$ cat src/rtl/pcnt_pkg.sv
package pcnt_pkg;
  localparam int CNT_W  = 16;
  localparam int FLT_W  = 10;
  localparam int N_CH   = 2;
  localparam int N_EV   = 5;
  localparam int DATA_W = 32;
  localparam int ADDR_W = 3;

  localparam int EV_LO   = 0;
  localparam int EV_HI   = 1;
  localparam int EV_TA   = 2;
  localparam int EV_TB   = 3;
  localparam int EV_ZERO = 4;

  localparam int FLT_EN_B = 8 * N_CH;
  localparam int FLT_LSB  = FLT_EN_B + 1;
  localparam int EV_LSB   = FLT_LSB + FLT_W;

  localparam logic [1:0] ACT_HOLD = 2'd0;
  localparam logic [1:0] ACT_INC  = 2'd1;
  localparam logic [1:0] ACT_DEC  = 2'd2;
  localparam logic [1:0] MOD_KEEP = 2'd0;
  localparam logic [1:0] MOD_INV  = 2'd1;

  localparam logic [ADDR_W-1:0] A_CFG = 3'd0;
  localparam logic [ADDR_W-1:0] A_LIM = 3'd1;
  localparam logic [ADDR_W-1:0] A_THR = 3'd2;
  localparam logic [ADDR_W-1:0] A_CTL = 3'd3;
  localparam logic [ADDR_W-1:0] A_STS = 3'd4;
  localparam logic [ADDR_W-1:0] A_CNT = 3'd5;

  typedef struct packed {
    logic [1:0] lo_mod;
    logic [1:0] hi_mod;
    logic [1:0] fall_act;
    logic [1:0] rise_act;
  } chan_cfg_t;
endpackage

$ cat src/rtl/pcnt_in_filter.sv
module pcnt_in_filter #(
  parameter int FLT_W = 10
) (
  input  logic             clk_i,
  input  logic             rst_ni,
  input  logic             d_i,
  input  logic             en_i,
  input  logic [FLT_W-1:0] thr_i,
  output logic             q_o
);
  logic             s1_q, s2_q;
  logic [FLT_W-1:0] run_q;
  logic             run_done;

  assign run_done = ({1'b0, run_q} + 1'b1) >= {1'b0, thr_i};

  always_ff @(posedge clk_i or negedge rst_ni) begin
    if (!rst_ni) begin
      s1_q  <= 1'b0;
      s2_q  <= 1'b0;
      q_o   <= 1'b0;
      run_q <= '0;
    end else begin
      s1_q <= d_i;
      s2_q <= s1_q;
      if (!en_i) begin
        q_o   <= s2_q;
        run_q <= '0;
      end else if (s2_q == q_o) begin
        run_q <= '0;
      end else if (run_done) begin
        q_o   <= s2_q;
        run_q <= '0;
      end else begin
        run_q <= run_q + 1'b1;
      end
    end
  end

  assert_filter_hold_R12: assert property (@(posedge clk_i) disable iff (!rst_ni)
    (en_i && !(s2_q != q_o && run_done)) |=> $stable(q_o));
endmodule

$ cat src/rtl/pcnt_chan_step.sv
module pcnt_chan_step
  import pcnt_pkg::*;
(
  input  logic        clk_i,
  input  logic        rst_ni,
  input  logic        pulse_i,
  input  logic        ctrl_i,
  input  chan_cfg_t   cfg_i,
  output logic [1:0]  step_o
);
  logic       prev_q;
  logic       rise, fall;
  logic [1:0] act, mod;
  logic [1:0] base;

  always_ff @(posedge clk_i or negedge rst_ni) begin
    if (!rst_ni) prev_q <= 1'b0;
    else         prev_q <= pulse_i;
  end

  assign rise = pulse_i & ~prev_q;
  assign fall = ~pulse_i & prev_q;

  always_comb begin
    act = rise ? cfg_i.rise_act : (fall ? cfg_i.fall_act : ACT_HOLD);
    mod = ctrl_i ? cfg_i.hi_mod : cfg_i.lo_mod;
    unique case (act)
      ACT_INC: base = 2'b01;
      ACT_DEC: base = 2'b11;
      default: base = 2'b00;
    endcase
    unique case (mod)
      MOD_KEEP: step_o = base;
      MOD_INV:  step_o = 2'b00 - base;
      default:  step_o = 2'b00;
    endcase
  end

  // a step only ever follows a pulse edge
  assert_step_needs_edge_R2: assert property (@(posedge clk_i) disable iff (!rst_ni)
    (step_o != 2'b00) |-> (pulse_i != prev_q));
  assert_step_range_R3: assert property (@(posedge clk_i) disable iff (!rst_ni)
    step_o != 2'b10);
endmodule

$ cat src/rtl/pcnt_watch.sv
module pcnt_watch
  import pcnt_pkg::*;
(
  input  logic             clk_i,
  input  logic             rst_ni,
  input  logic             upd_i,
  input  logic [CNT_W-1:0] raw_i,
  input  logic [CNT_W-1:0] lo_i,
  input  logic [CNT_W-1:0] hi_i,
  input  logic [CNT_W-1:0] ta_i,
  input  logic [CNT_W-1:0] tb_i,
  input  logic [N_EV-1:0]  en_i,
  input  logic [N_EV-1:0]  clr_i,
  output logic             lim_hit_o,
  output logic [N_EV-1:0]  sts_o
);
  logic [N_EV-1:0] hit, set;

  always_comb begin
    hit          = '0;
    hit[EV_LO]   = raw_i == lo_i;
    hit[EV_HI]   = raw_i == hi_i;
    hit[EV_TA]   = raw_i == ta_i;
    hit[EV_TB]   = raw_i == tb_i;
    hit[EV_ZERO] = raw_i == '0;
    set          = upd_i ? (hit & en_i) : '0;
  end

  assign lim_hit_o = hit[EV_LO] | hit[EV_HI];

  always_ff @(posedge clk_i or negedge rst_ni) begin
    if (!rst_ni) sts_o <= '0;
    else         sts_o <= (sts_o & ~clr_i) | set;
  end

  assert_set_needs_enable_R9: assert property (@(posedge clk_i) disable iff (!rst_ni)
    (sts_o & ~$past(sts_o) & ~$past(en_i)) == '0);
  assert_w1c_R10: assert property (@(posedge clk_i) disable iff (!rst_ni)
    (clr_i != '0 && !upd_i) |=> ((sts_o & $past(clr_i)) == '0));
endmodule

$ cat src/rtl/pcnt_unit.sv
module pcnt_unit
  import pcnt_pkg::*;
(
  input  logic              clk_i,
  input  logic              rst_ni,
  input  logic [N_CH-1:0]   pulse_i,
  input  logic [N_CH-1:0]   ctrl_i,
  input  logic              wr_en_i,
  input  logic [ADDR_W-1:0] wr_addr_i,
  input  logic [DATA_W-1:0] wr_data_i,
  input  logic [ADDR_W-1:0] rd_addr_i,
  output logic [DATA_W-1:0] rd_data_o,
  output logic              irq_o
);
  localparam int NL    = 2 * N_CH;
  localparam int SUM_W = $clog2(N_CH) + 2;

  logic [DATA_W-1:0] cfg_q, lim_q, thr_q;
  logic [2:0]        ctl_q;
  logic              pause_q, clr_q, irq_en_q;
  logic [NL-1:0]     line_raw, line_f;
  logic [1:0]        step [N_CH];
  logic [SUM_W-1:0]  sum;
  logic [CNT_W-1:0]  cnt_q, raw;
  logic              upd, lim_hit;
  logic [N_EV-1:0]   sts, sts_clr;

  assign pause_q  = ctl_q[0];
  assign clr_q    = ctl_q[1];
  assign irq_en_q = ctl_q[2];

  always_ff @(posedge clk_i or negedge rst_ni) begin
    if (!rst_ni) begin
      cfg_q <= '0;
      lim_q <= '0;
      thr_q <= '0;
      ctl_q <= '0;
    end else if (wr_en_i) begin
      unique case (wr_addr_i)
        A_CFG:   cfg_q <= wr_data_i;
        A_LIM:   lim_q <= wr_data_i;
        A_THR:   thr_q <= wr_data_i;
        A_CTL:   ctl_q <= wr_data_i[2:0];
        default: ;
      endcase
    end
  end

  assign sts_clr  = (wr_en_i && wr_addr_i == A_STS) ? wr_data_i[N_EV-1:0] : '0;
  assign line_raw = {ctrl_i, pulse_i};

  for (genvar l = 0; l < NL; l++) begin : g_line
    pcnt_in_filter #(.FLT_W(FLT_W)) u_flt (
      .clk_i (clk_i),
      .rst_ni(rst_ni),
      .d_i   (line_raw[l]),
      .en_i  (cfg_q[FLT_EN_B]),
      .thr_i (cfg_q[FLT_LSB +: FLT_W]),
      .q_o   (line_f[l])
    );
  end

  for (genvar c = 0; c < N_CH; c++) begin : g_chan
    pcnt_chan_step u_step (
      .clk_i  (clk_i),
      .rst_ni (rst_ni),
      .pulse_i(line_f[c]),
      .ctrl_i (line_f[N_CH + c]),
      .cfg_i  (chan_cfg_t'(cfg_q[8*c +: 8])),
      .step_o (step[c])
    );
  end

  always_comb begin
    sum = '0;
    for (int c = 0; c < N_CH; c++) sum = sum + {{(SUM_W-2){step[c][1]}}, step[c]};
  end

  assign raw = cnt_q + {{(CNT_W-SUM_W){sum[SUM_W-1]}}, sum};
  assign upd = !clr_q && !pause_q && (sum != '0);

  pcnt_watch u_watch (
    .clk_i    (clk_i),
    .rst_ni   (rst_ni),
    .upd_i    (upd),
    .raw_i    (raw),
    .lo_i     (lim_q[CNT_W-1:0]),
    .hi_i     (lim_q[2*CNT_W-1:CNT_W]),
    .ta_i     (thr_q[CNT_W-1:0]),
    .tb_i     (thr_q[2*CNT_W-1:CNT_W]),
    .en_i     (cfg_q[EV_LSB +: N_EV]),
    .clr_i    (sts_clr),
    .lim_hit_o(lim_hit),
    .sts_o    (sts)
  );

  always_ff @(posedge clk_i or negedge rst_ni) begin
    if (!rst_ni)  cnt_q <= '0;
    else if (clr_q) cnt_q <= '0;
    else if (upd)   cnt_q <= lim_hit ? '0 : raw;
  end

  assign irq_o = irq_en_q && (sts != '0);

  always_comb begin
    unique case (rd_addr_i)
      A_CFG:   rd_data_o = cfg_q;
      A_LIM:   rd_data_o = lim_q;
      A_THR:   rd_data_o = thr_q;
      A_CTL:   rd_data_o = {{(DATA_W-3){1'b0}}, ctl_q};
      A_STS:   rd_data_o = {{(DATA_W-N_EV){1'b0}}, sts};
      A_CNT:   rd_data_o = {{(DATA_W-CNT_W){cnt_q[CNT_W-1]}}, cnt_q};
      default: rd_data_o = '0;
    endcase
  end

  assert_clear_zero_R7: assert property (@(posedge clk_i) disable iff (!rst_ni)
    clr_q |=> (cnt_q == '0));
  assert_pause_hold_R6: assert property (@(posedge clk_i) disable iff (!rst_ni)
    (pause_q && !clr_q) |=> $stable(cnt_q));
  assert_limit_wrap_R8: assert property (@(posedge clk_i) disable iff (!rst_ni)
    (upd && lim_hit) |=> (cnt_q == '0));
  assert_step_bound_R4: assert property (@(posedge clk_i) disable iff (!rst_ni)
    1'b1 |=> (cnt_q == '0) || ((cnt_q - $past(cnt_q) + CNT_W'(2)) <= CNT_W'(4)));
endmodule

$ cat config.mk
export PLATFORM = sky130hd
export DESIGN_NAME = pcnt_unit
export DESIGN_NICKNAME = d
export VERILOG_FILES = /design/src/rtl/pcnt_pkg.sv /design/src/rtl/pcnt_in_filter.sv /design/src/rtl/pcnt_chan_step.sv /design/src/rtl/pcnt_watch.sv /design/src/rtl/pcnt_unit.sv
export SDC_FILE = /design/constraint.sdc
export NUM_CORES = 1
export LEC_CHECK = 0
export ABC_AREA = 1
export ABC_CLOCK_PERIOD_IN_PS = 5550
export CELL_PAD_IN_SITES_DETAIL_PLACEMENT = 1
export CELL_PAD_IN_SITES_GLOBAL_PLACEMENT = 1
export CORE_AREA = 2 2 214 216
export CTS_BUF_LIST = sky130_fd_sc_hd__clkbuf_2
export DETAILED_ROUTE_END_ITERATION = 8
export DIE_AREA = 0 0 216 218
export PLACE_DENSITY_LB_ADDON = 0.25
export SLEW_MARGIN = 20
export SYNTH_ARGS = -nofsm -noshare
export SYNTH_HDL_FRONTEND = slang
export SYNTH_SLANG_ARGS = --single-unit
export TNS_END_PERCENT = 100
$ cat constraint.sdc
create_clock -name clk_i -period 5.55 [get_ports clk_i]
set_input_delay 1.3875 -clock clk_i [delete_from_list [all_inputs] [get_ports clk_i]]
set_output_delay 1.3875 -clock clk_i [all_outputs]
set_load 0.02 [all_outputs]
==> results of run 1 <==
[stage by stage]
stage | cells | cell area [um^2] | setup slack, ps | total power [mW] | hold WS [ps]
3_5_place_dp | 2103 | 12600 | 439 | 5.13 | 341
4_1_cts | 2135 | 12900 | 439 | 5.93 | 404
6_report | 2136 | 12900 | 389 | 5.87 | 396
2_1_floorplan | 1443 | 11000 | 1570 | 3.99 | 331
3_3_place_gp | 2103 | 12600 | 465 | 5.08 | 342
5_1_grt | 2136 | 12900 | 84.8 | 6.40 | 395
[logic make-up (layout without fill, tap and decap cells)]
kind of cell	after synthesis	in the layout	synth area share
other	0	1	0
AND/OR/NAND/NOR	668	668	0.268
AO/OA/AOI/OAI	218	218	0.117
flip-flops	174	174	0.395
XOR/XNOR	64	64	0.0548
buffers and inverters	252	344	0.0884
adder cells (fa/ha/maj)	67	67	0.0773
[routing by layer]
metal  track usage  share of wire  wire length (um)  vias up
met5             0              0                 0        -
met4        0.0374          0.010               420        0
met3        0.0279          0.035              1400       27
met2         0.282           0.45             18400      151
met1         0.254           0.50             20300     4967
li1              -              -                 -     4861
[worst paths after layout]
kind                                 startpoint                  endpoint  slack (ps)  cells past startpoint
max                                rd_addr_i[1]             rd_data_o[29]         390                      8
min                        g_line[2].u_flt.s1_q      g_line[2].u_flt.s2_q         400                      0
max reg2reg                 g_line[0].u_flt.q_o          u_watch.sts_o[0]         530                     23
min reg2reg                g_line[2].u_flt.s1_q      g_line[2].u_flt.s2_q         400                      0
max in group asynchronous                rst_ni                  cfg_q[8]        4010                      2
min in group asynchronous                rst_ni  g_line[3].u_flt.run_q[4]         530                      1
[cell usage in the layout, fill, tap and decap left out, drive strengths merged, types with 3 or more instances in the layout]
cell | netlist | final
and2 | 3 | 3
a21oi | 25 | 25
nand4 | 16 | 16
clkdlybuf4s50 | 0 | 76
o31ai | 3 | 3
xnor2 | 14 | 14
a221oi | 4 | 4
or2 | 3 | 3
o21ai | 127 | 127
nor3 | 41 | 41
nor3b | 6 | 6
nand2 | 404 | 404
nand3b | 7 | 7
nand3 | 100 | 100
o2111ai | 17 | 17
xor2 | 48 | 48
o221ai | 5 | 5
ha | 65 | 65
o22ai | 3 | 3
inv | 216 | 221
clkinvlp | 0 | 4
buf | 3 | 19
a211oi | 5 | 5
o211ai | 12 | 12
clkbuf | 31 | 18
dfrtp | 174 | 174
clkinv | 0 | 4
nor2 | 85 | 85
a22oi | 10 | 10
[registers in the layout, indices dropped and copies added, names as in the netlist]
signal / flops
thr_q: 32
u_watch.sts_o: 5
g_chan.u_step.prev_q: 2
cnt_q: 16
g_line.u_flt.run_q: 40
ctl_q: 3
cfg_q: 32
g_line.u_flt.s2_q: 4
g_line.u_flt.s1_q: 4
g_line.u_flt.q_o: 4
lim_q: 32
[final cells by class]
class	instances	area [um^2]
fillers	5517	32000
multi-input cells	1017	5750
flip-flops and latches	174	4350
clock buffers	17	85.1
inverters	216	811
repair buffers	96	942
clock inverters	15	181
diodes	1	2.50
well taps	600	751
[worst register-to-register path, delay by kind of cell (launching register included)]
kind | cells | cell delay, ps
simple gates | 12 | 1830
fa+ha+maj | 4 | 1750
buf+inv | 5 | 550
flops | 1 | 420
compound gates | 2 | 370
[power groups by stage]
stage	registers (mW)	logic [mW]	clock network, mW
6_report	1.74	3.37	0.763
5_1_grt	1.77	3.77	0.852
4_1_cts	1.74	3.38	0.806
3_5_place_dp	1.76	3.37	0
3_3_place_gp	1.76	3.32	0
2_1_floorplan	1.64	2.35	0
==> results by stage, run 1 <==
Finish:
- For this run, the share of the core covered by cells in the final layout is 0.287.
- Of the cells placed in the final design, the portion with a size suffix greater than 1 is 0.0704.
- The final-stage net count is 1634.
- From synthesis to final layout, the design area changed by 16.6%.

Critical path:
- The critical path goes through clkdlybuf4s50_1 > nor2_1 > nand2_1 > inv_1 > buf_4 > nand2_1 > o2111ai_1 > clkdlybuf4s50_1.
- The worst setup path is captured at a primary output.
- For the worst setup path, the data required time is 4160 ps.
- The worst-path cell with the longest stage delay is sky130_fd_sc_hd__clkdlybuf4s50_1.
- The critical path data arrival time is 3770 ps.
- Broken down by cell family, the worst path's largest delay share belongs to buffers and inverters.
- The nature of the critical path startpoint is an input pin.
- Of all nets on the critical path, the largest fanout is 8.
- The critical path contains buffers and inverters numbering 4 combined.
- The class of the most critical setup path is in -> out.
- The maximum single-stage delay on the critical path is 680 ps.

Floorplan:
- Pin placement for this block handled around 80 I/O pins.
- The area of the core is 44900 um^2.
- The initial standard-cell utilization of the core is 0.246.
- The floorplan step set the die height to 218 um.
- The x dimension of the die is ~220 um.
- Row generation in the floorplan step produced just under 80 rows.
- The die covers 47100 um^2.

Clocking:
- Gates resized during post-CTS repair numbered 0.
- No sink is reached through more buffers than the 2 on the longest clock path.
- The tree is rooted in a sky130_fd_sc_hd__clkbuf_2.
- TritonCTS created 17 clock buffers.
- The hold-fix buffer count after cts is 0.
- In this run the post-CTS setup repair buffer count came out at 0.
- TritonCTS built the clock tree.
- In this run the number of H-tree levels came out at 4.
- Clock latency on the worst-skew pair, taken at its later pin, is 920 ps.
- For this design, the sink count on the clock tree is 174.
- The clock transition at the register clock pins on the worst setup and hold paths after CTS is 260 ps.

Outcome:
- The run finished with clean final reports.

Drt:
- The first-pass iteration count of the detailed router is 5.
- For this block, the via count after detailed routing is ~10000.
- Dividing the detail-routed via count by the number of cells gives 4.68.
- After detailed routing, the number of remaining DRC violations is 0.
- The routed design has 40.6 mm of wire.
- In the final routed layout, each cell accounts on average for 19.0 um.
- After the first detailed-routing iteration, the DRC count stood at 651.
- The number of nets with antenna violations after detailed routing is 0.

Yosys:
- The most frequent cell after synthesis is sky130_fd_sc_hd__nand2_1.
- The part of the Yosys area used for sequential elements is 0.395.
- Each instance of the synthesized netlist takes up on average between 7 and 8 um^2.
- The most instantiated flip-flop cell in the synthesis netlist is sky130_fd_sc_hd__dfrtp_1.
- After synthesis the netlist holds a flip-flop and latch count of 174.
- After synthesis, the most frequently instantiated cells are sky130_fd_sc_hd__nand2_1 (382), sky130_fd_sc_hd__inv_1 (216), sky130_fd_sc_hd__dfrtp_1 (174), sky130_fd_sc_hd__o21ai_0 (127), sky130_fd_sc_hd__nand3_1 (88).
- The count of synthesis-stage warnings from yosys is 0.
- The number of enable flip-flop cells after synthesis is 0.
- The largest total area in the synthesized netlist belongs to sky130_fd_sc_hd__dfrtp_1.
- The cell count after synthesis came out at 1443.
- The proportion of synthesized flip-flops having asynchronous set or reset is 1.00.
- The area of the mapped netlist is 11000 um^2.
- Counting every net in the synthesized netlist gives 1555.
- The share of synthesized area in the top cell type comes to 0.395.
- In this run, distinct cell masters in the synthesized netlist total 49.
- Yosys attributes the largest share of cell area to sky130_fd_sc_hd__dfrtp_1 (39%), sky130_fd_sc_hd__nand2_1 (13%), sky130_fd_sc_hd__ha_1 (7.4%).

Power:
- IR analysis of the VDD net gives a maximum drop of approximately 0.00017 V.
- The clock group share of total power is 0.130.
- In this run the power spent charging and discharging nets is 3.02 mW.
- The share of power burned in registers is 0.296.
- In this run the static leakage power is roughly 6.3 nW.
- Power spread over the standard cell area amounts to 456 nW/um^2.
- Internal power comes to around 2.8 mW.
- The switching power as a share of total power is 0.515.
- The combinational cell fraction of total power is 0.574.

STA:
- The max-slew violation count is 0.
- Timing would allow up to 194 MHz.
- The slew of the pin with the lowest slew margin is ~1000 ps.
- The hold violation count in the final report was 0.
- Setup repair after global routing left no endpoint under its margin.
- The clock period minus final worst setup slack is between 5000 and 6000 ps.
- The sum of negative setup slack is 0 ps.
- Clock skew on the completed layout was measured at 75.0 ps.
- In this run the tightest slew margin relative to its limit is 0.311.
- The share of the clock period used by the worst path after layout is 0.930.
- The total setup violations reported at the end of the flow is 0.

Flow run:
- Across the run, the number of max-cap violations was 0.

GRT:
- The global routing usage summed across all routing layers is 0.177.
- Global routing finished with a remaining overflow of 0.
- The number of global-route vias before repair was 10300.
- The first global-routing pass estimated 62.8 mm of wire.
- The maximum number of pins on one net before global-route repair is 112.
- The number of antenna violations at the first check in global routing was 1.

Place:
- Detailed placement finished with a half-perimeter wire length of ~31 mm.
- Buffers placed on the I/O ports in this run total 77.
- The routability-driven placement congestion ratio is 0.855.

Min path:
- The min-delay analysis places its worst path in the category reg -> reg.
Power figures use the tool's default switching activity.
==> inputs of run 2 (changes only) <==
- CAP_MARGIN: default -> 20
- CTS_CLUSTER_DIAMETER: default -> 150
==> results of run 2 <==
Same layout as run 1: the final DEF is identical, and so are final timing and power.
==> inputs of run 3 (changes only) <==
- ABC_CLOCK_PERIOD_IN_PS: 5550 -> default
==> results of run 3 <==
Same layout as run 1: the final DEF is identical, and so are final timing and power.
